`src/rtl/mii_status_pkg.sv`:
```
package mii_status_pkg;

  // Which activity strobes feed carrier sense
  typedef enum logic {
    CRS_RX_OR_TX = 1'b0,
    CRS_RX_ONLY  = 1'b1
  } crs_src_e;

  // Counter width large enough to hold the value n
  function automatic int unsigned cnt_width(input int unsigned n);
    int unsigned w;
    w = 1;
    while ((n >> w) != 0) w++;
    return w;
  endfunction

endpackage

```
`src/rtl/mii_crs_gen.sv`:
```
module mii_crs_gen
  import mii_status_pkg::*;
(
  input  logic     clk,
  input  logic     rst_n,
  input  logic     rx_act,
  input  logic     tx_act,
  input  crs_src_e src,
  output logic     crs
);

  logic crs_q, crs_d;

  always_comb begin
    unique case (src)
      CRS_RX_ONLY:  crs_d = rx_act;
      default:      crs_d = rx_act | tx_act;
    endcase
  end

  always_ff @(posedge clk or negedge rst_n) begin
    if (!rst_n) crs_q <= 1'b0;
    else        crs_q <= crs_d;
  end

  assign crs = crs_q;

endmodule

```
`src/rtl/mii_col_hb.sv`:
```
module mii_col_hb
  import mii_status_pkg::*;
#(
  parameter int unsigned HB_CYCLES = 25000
) (
  input  logic clk,
  input  logic rst_n,
  input  logic tx_act,
  input  logic col_raw,
  input  logic spd_100,
  input  logic full_dup,
  input  logic hb_en,
  output logic col
);

  localparam int unsigned CNT_W = cnt_width(HB_CYCLES);
  localparam logic [CNT_W-1:0] CNT_LOAD = CNT_W'(HB_CYCLES);

  logic             tx_d;
  logic [CNT_W-1:0] cnt_q, cnt_d;
  logic             col_q, col_d;
  logic             hb_ok, tx_fall, cnt_en;

  // Heartbeat allowed only at 10 Mbps half duplex when enabled
  assign hb_ok   = ~spd_100 & ~full_dup & hb_en;
  assign tx_fall = tx_d & ~tx_act;

  always_comb begin
    cnt_d = cnt_q;
    if (tx_act || !hb_ok)
      cnt_d = '0;
    else if (tx_fall)
      cnt_d = CNT_LOAD;
    else if (cnt_q != '0)
      cnt_d = cnt_q - 1'b1;
  end

  assign cnt_en = (cnt_d != cnt_q);

  // Collision uses the next counter value so a cancel takes effect at once
  always_comb begin
    col_d = ~full_dup & (col_raw | (cnt_d != '0));
  end

  always_ff @(posedge clk or negedge rst_n) begin
    if (!rst_n) begin
      tx_d  <= 1'b0;
      col_q <= 1'b0;
    end else begin
      tx_d  <= tx_act;
      col_q <= col_d;
    end
  end

  always_ff @(posedge clk or negedge rst_n) begin
    if (!rst_n)      cnt_q <= '0;
    else if (cnt_en) cnt_q <= cnt_d;
  end

  assign col = col_q;

endmodule

```
`src/rtl/mii_rx_stage.sv`:
```
module mii_rx_stage #(
  parameter int unsigned DATA_W = 4
) (
  input  logic              clk,
  input  logic              rst_n,
  input  logic              rx_en,
  input  logic              bypass,
  input  logic              spd_100,
  input  logic              rx_dv_in,
  input  logic [DATA_W-1:0] rxd_in,
  input  logic              sym_err,
  input  logic              sym_b4,
  output logic              rx_dv,
  output logic [DATA_W-1:0] rxd,
  output logic              rx_er,
  output logic [DATA_W-1:0] rxd_oe,
  output logic              rxdv_oe,
  output logic              rxer_oe,
  output logic              rxclk_oe
);

  logic              dv_q, er_q, er_d;
  logic [DATA_W-1:0] rxd_q;
  logic              ctl_oe_q;

  always_comb begin
    if (bypass) er_d = sym_b4;
    else        er_d = spd_100 & rx_dv_in & sym_err;
  end

  always_ff @(posedge clk or negedge rst_n) begin
    if (!rst_n) begin
      dv_q     <= 1'b0;
      er_q     <= 1'b0;
      rxd_q    <= '0;
      ctl_oe_q <= 1'b0;
    end else begin
      dv_q     <= rx_dv_in;
      er_q     <= er_d;
      rxd_q    <= rxd_in;
      ctl_oe_q <= rx_en;
    end
  end

  // One enable flop per data pin
  for (genvar i = 0; i < DATA_W; i++) begin : g_data_oe
    logic oe_q;
    always_ff @(posedge clk or negedge rst_n) begin
      if (!rst_n) oe_q <= 1'b0;
      else        oe_q <= rx_en;
    end
    assign rxd_oe[i] = oe_q;
  end

  assign rx_dv    = dv_q;
  assign rx_er    = er_q;
  assign rxd      = rxd_q;
  assign rxdv_oe  = ctl_oe_q;
  assign rxer_oe  = ctl_oe_q;
  assign rxclk_oe = ctl_oe_q;

endmodule

```
`src/rtl/mii_status_gen.sv`:
```
module mii_status_gen
  import mii_status_pkg::*;
#(
  parameter int unsigned DATA_W    = 4,
  parameter int unsigned HB_CYCLES = 25000
) (
  input  logic              clk,
  input  logic              rst_n,
  input  logic              rx_act,
  input  logic              tx_act,
  input  logic              col_raw,
  input  logic              spd_100,
  input  logic              full_dup,
  input  logic              loopback,
  input  logic              repeater,
  input  logic              hb_en,
  input  logic              rx_en,
  input  logic              byp_code,
  input  logic              byp_align,
  input  logic              rx_dv_in,
  input  logic [DATA_W-1:0] rxd_in,
  input  logic              sym_err,
  input  logic              sym_b4,
  output logic              crs,
  output logic              col,
  output logic              rx_dv,
  output logic [DATA_W-1:0] rxd,
  output logic              rx_er,
  output logic [DATA_W-1:0] rxd_oe,
  output logic              rxdv_oe,
  output logic              rxer_oe,
  output logic              rxclk_oe
);

  crs_src_e crs_src;
  logic     bypass;

  assign crs_src = (full_dup | loopback | repeater) ? CRS_RX_ONLY : CRS_RX_OR_TX;
  assign bypass  = byp_code | byp_align;

  mii_crs_gen u_crs (
    .clk    (clk),
    .rst_n  (rst_n),
    .rx_act (rx_act),
    .tx_act (tx_act),
    .src    (crs_src),
    .crs    (crs)
  );

  mii_col_hb #(.HB_CYCLES(HB_CYCLES)) u_col (
    .clk      (clk),
    .rst_n    (rst_n),
    .tx_act   (tx_act),
    .col_raw  (col_raw),
    .spd_100  (spd_100),
    .full_dup (full_dup),
    .hb_en    (hb_en),
    .col      (col)
  );

  mii_rx_stage #(.DATA_W(DATA_W)) u_rx (
    .clk      (clk),
    .rst_n    (rst_n),
    .rx_en    (rx_en),
    .bypass   (bypass),
    .spd_100  (spd_100),
    .rx_dv_in (rx_dv_in),
    .rxd_in   (rxd_in),
    .sym_err  (sym_err),
    .sym_b4   (sym_b4),
    .rx_dv    (rx_dv),
    .rxd      (rxd),
    .rx_er    (rx_er),
    .rxd_oe   (rxd_oe),
    .rxdv_oe  (rxdv_oe),
    .rxer_oe  (rxer_oe),
    .rxclk_oe (rxclk_oe)
  );

endmodule

```
`config.mk`:
```
export PLATFORM = sky130hd
export DESIGN_NAME = mii_status_gen
export DESIGN_NICKNAME = d
export VERILOG_FILES = /design/src/rtl/mii_status_pkg.sv /design/src/rtl/mii_crs_gen.sv /design/src/rtl/mii_col_hb.sv /design/src/rtl/mii_rx_stage.sv /design/src/rtl/mii_status_gen.sv
export SDC_FILE = /design/constraint.sdc
export NUM_CORES = 1
export LEC_CHECK = 0
export ABC_CLOCK_PERIOD_IN_PS = 2100
export BUFFER_PORTS_ARGS = -buffer_cell sky130_fd_sc_hd__buf_2
export CORE_MARGIN = 5
export CORE_UTILIZATION = 47
export DETAILED_ROUTE_END_ITERATION = 6
export PLACE_DENSITY = 0.75
export SLEW_MARGIN = 5
export SYNTH_ARGS = -nofsm -noshare
export SYNTH_HDL_FRONTEND = slang
export SYNTH_SLANG_ARGS = --single-unit
```
`constraint.sdc`:
```
create_clock -name clk -period 2.1 [get_ports clk]
set_input_delay 0.42 -clock clk [delete_from_list [all_inputs] [get_ports clk]]
set_output_delay 0.42 -clock clk [all_outputs]
set_load 0.005 [all_outputs]
```
==> flow_summary.json <==
{
  "wl_per_cell_um": 16.55,
  "antenna_found_initial": 0,
  "nNetsFinal": 215,
  "clk_pin_slew_ns": 0.14,
  "failed_checks": "setup timing",
  "final_common_cell": "buf_2",
  "syn-mean-instance-area_um2": 10.18,
  "period_share_pct": 102.5,
  "grt_pass1_vias": 1354,
  "worstPathMaxFanout": 3,
  "reg2reg_slack_ns": -0.05,
  "worstMarginPinSlew_ns": 0.5482,
  "crit_buf_inv": 1,
  "use_met1_pct": 22.82,
  "syn_area_um2": 1354,
  "first_pass_iters": 4,
  "ys.flop_type": "dfrtp_1",
  "root_buffer": "clkbuf_4",
  "cts_tree": "done",
  "final_cells": 223,
  "endpoint_kind": "register",
  "ant_nets": 0,
  "io-pin-count": 35,
  "synthArstFlopShare_pct": 100.0,
  "powerDensity_nw_per_um2": 500.4,
  "initial_core_util_pct": 49.09,
  "synth-edff-count": 0,
  "coreArea_um2": 2758,
  "dp_hpwl_um": 2665,
  "gp_congestion": 0.8723,
  "required_ns": 2.36,
  "die-area_um2": 4054,
  "gr-total-overflow": 0,
  "drc": 0,
  "ir_drop_v": 0.0004802,
  "finalCriticalPeriod_ns": 2.153,
  "grtUsageMet2_pct": 31.09,
  "rsz0062_at_grt": "yes",
  "p_leak_uw": 0.0009128,
  "layout_common_cells": "buf_2 (34), buf_4 (31), dfrtp_1 (24)",
  "htreeDepth": 1,
  "top_usage_layer": "met2",
  "skew_ns": 0.004354,
  "crit_slowest_cell": "dfrtp_1",
  "netlist_instances": 133,
  "slowest_delay_ns": 0.44,
  "criticalPathCategory": "register to register",
  "fin_setup_tns_ns": -0.05327,
  "drive_gt1_share_pct": 47.40,
  "drv_cap": 0,
  "viasPerCell": 5.879,
  "grt_max_degree": 26,
  "crit_family": "simple AND/OR/NAND/NOR gates",
  "clockBufferDepth": 2,
  "setup_viol": 1,
  "slew_viol_final": 0,
  "holdBufCountCts": 0,
  "worst_slack_ns": -0.05327,
  "syn_nets": 155,
  "clock_latency_ns": 0.32,
  "status": "complete, but fails checks",
  "finalWirelength_um": 3690,
  "synth-seq-cells": 25,
  "hold_violations": 0,
  "syn2layout_area_growth_pct": 35.77,
  "die_w_um": 63.67,
  "netlist-cell-type-count": 48,
  "antenna_cells": 0,
  "max_slew_margin_pct": 63.45,
  "drtIter0Drc": 55,
  "track_usage_pct": 18.25,
  "dp_cells": 215,
  "crit_path_start_kind": "register",
  "io_buffers": 34,
  "via_count": 1311,
  "crit_chain": "inv_2, ha_4, or3b_4, or3_4, a311oi_2, a21oi_1, a41o_1, a41oi_2",
  "die_y_um": 63.67,
  "clock_sinks": 25,
  "yosysSeqAreaShare_pct": 46.21,
  "fmax_mhz": 464.4,
  "rows": 19,
  "grt.met3_usage_pct": 4.263,
  "crit_arrival_ns": 2.41,
  "grt_pass1_wl_um": 6065,
  "hp-class": "primary input to asynchronous set/reset pin",
  "yosysWarnings": 0,
  "cts_buffers": 3
}
==> layer usage <==
metal | wire length [µm] | up-vias | part of all wire (%)
met3 | 283 | 7 | 7.7
met5 | 0 | - | 0
li1 | - | 613 | -
met2 | 1799 | 65 | 49
met1 | 1548 | 626 | 42
met4 | 58 | 0 | 1.6
==> sequential cells by signal, summed over array words and instances, names as in the netlist <==
| name | cells |
|---|---|
| u_col.cnt_q | 15 |
| u_col.col | 1 |
| u_col.tx_d | 1 |
| u_crs.crs | 1 |
| u_rx.g_data_oe.oe_q | 1 |
| u_rx.rx_dv | 1 |
| u_rx.rx_er | 1 |
| u_rx.rxd | 4 |
==> synth_stat cells (all sizes together) (2+ instances only) <==
library cell / count / area, µm²
nor3: 5 / 30.03
clkbuf: 2 / 7.510
nand2b: 2 / 12.51
dfrtp: 25 / 625.6
nand2: 4 / 15.01
o211ai: 2 / 15.01
inv: 3 / 11.26
a21oi: 8 / 40.04
nand3: 6 / 30.03
a31oi: 3 / 18.77
or2: 3 / 18.77
and2: 4 / 25.02
nor4: 4 / 25.02
or4: 3 / 26.27
mux2i: 2 / 20.02
o21ai: 6 / 30.02
ha: 2 / 25.02
buf: 8 / 61.30
o31ai: 2 / 15.01
nor2: 12 / 61.31
a311oi: 2 / 17.52
xnor2: 5 / 43.79
or3: 2 / 12.51
==> timing repair <==
action | CTS | global route
buffers inserted | 4 | 0
pin swaps | 2 | 4
setup endpoints to repair | 1 | 2
resized for setup | 6 | 8
==> area by class of cell <==
cell class | instances | area [µm²]
clock buffers | 3 | 22.52
clock inverters | 1 | 5.005
fillers | 208 | 919.6
inverters | 3 | 11.26
multi-input cells | 95 | 730.7
flip-flops and latches | 25 | 626.9
well taps | 31 | 38.79
repair buffers | 65 | 402.9
==> kinds of logic (layout without fill, tap and decap cells) <==
logic type                 count (synthesis)  count (layout)  share of synthesized area [%]
muxes                                      2               2                          1.479
and+or+nand+nor                           54              54                          24.68
AOI/OAI and AO/OA                         31              31                          15.99
xor gates and xnor gates                   6               6                          3.882
buffers and inverters                     13              72                          5.914
DFF                                       25              25                          46.21
adders and majority gates                  2               2                          1.848
==> worst register-to-register path: cells and delay by family (launching register included) <==
kind,cells,cell delay (ns)
flip-flops,1,0.44
AND/OR/NAND/NOR,2,0.73
adder cells (fa/ha/maj),1,0.14
AO/OA/AOI/OAI,4,0.68
buffers and inverters,1,0.11
==> worst paths after layout <==
| kind | startpoint | end | cells past startpoint |
|---|---|---|---|
| setup / recovery | u_col.cnt_q[0] | u_col.col | 8 |
| hold / removal | rst_n | u_col.cnt_q[11] | 1 |
| setup reg to reg | u_col.cnt_q[0] | u_col.col | 8 |
| hold reg to reg | u_col.cnt_q[11] | u_col.cnt_q[11] | 2 |
| max in group asynchronous | rst_n | u_col.cnt_q[2] | 1 |
| min in group clk | rxd_in[0] | u_rx.rxd[0] | 1 |
==> metrics by stage <==
stage	hold slack, ns	setup WS [ns]	total power (µW)	utilization [%]	area, µm²
6_report	0.05060	-0.05327	919.8	66.65	1838
5_1_grt	0.08431	-0.1570	973.4	66.65	1838
2_1_floorplan	0.1244	0.01341	604.3	-	1369
3_3_place_gp	0.4415	-0.02798	678.6	62.07	1712
3_5_place_dp	0.4454	-0.03490	683.2	62.07	1712
4_1_cts	0.07496	-0.01606	913.1	65.11	1795
==> where the power goes <==
group	switching (µW)	leakage, µW	internal [µW]
combinational	95.3	0.000569	98.1
clock	152	0.0000177	71.5
sequential	7.75	0.000326	495
(Power assumes the default switching activity.)
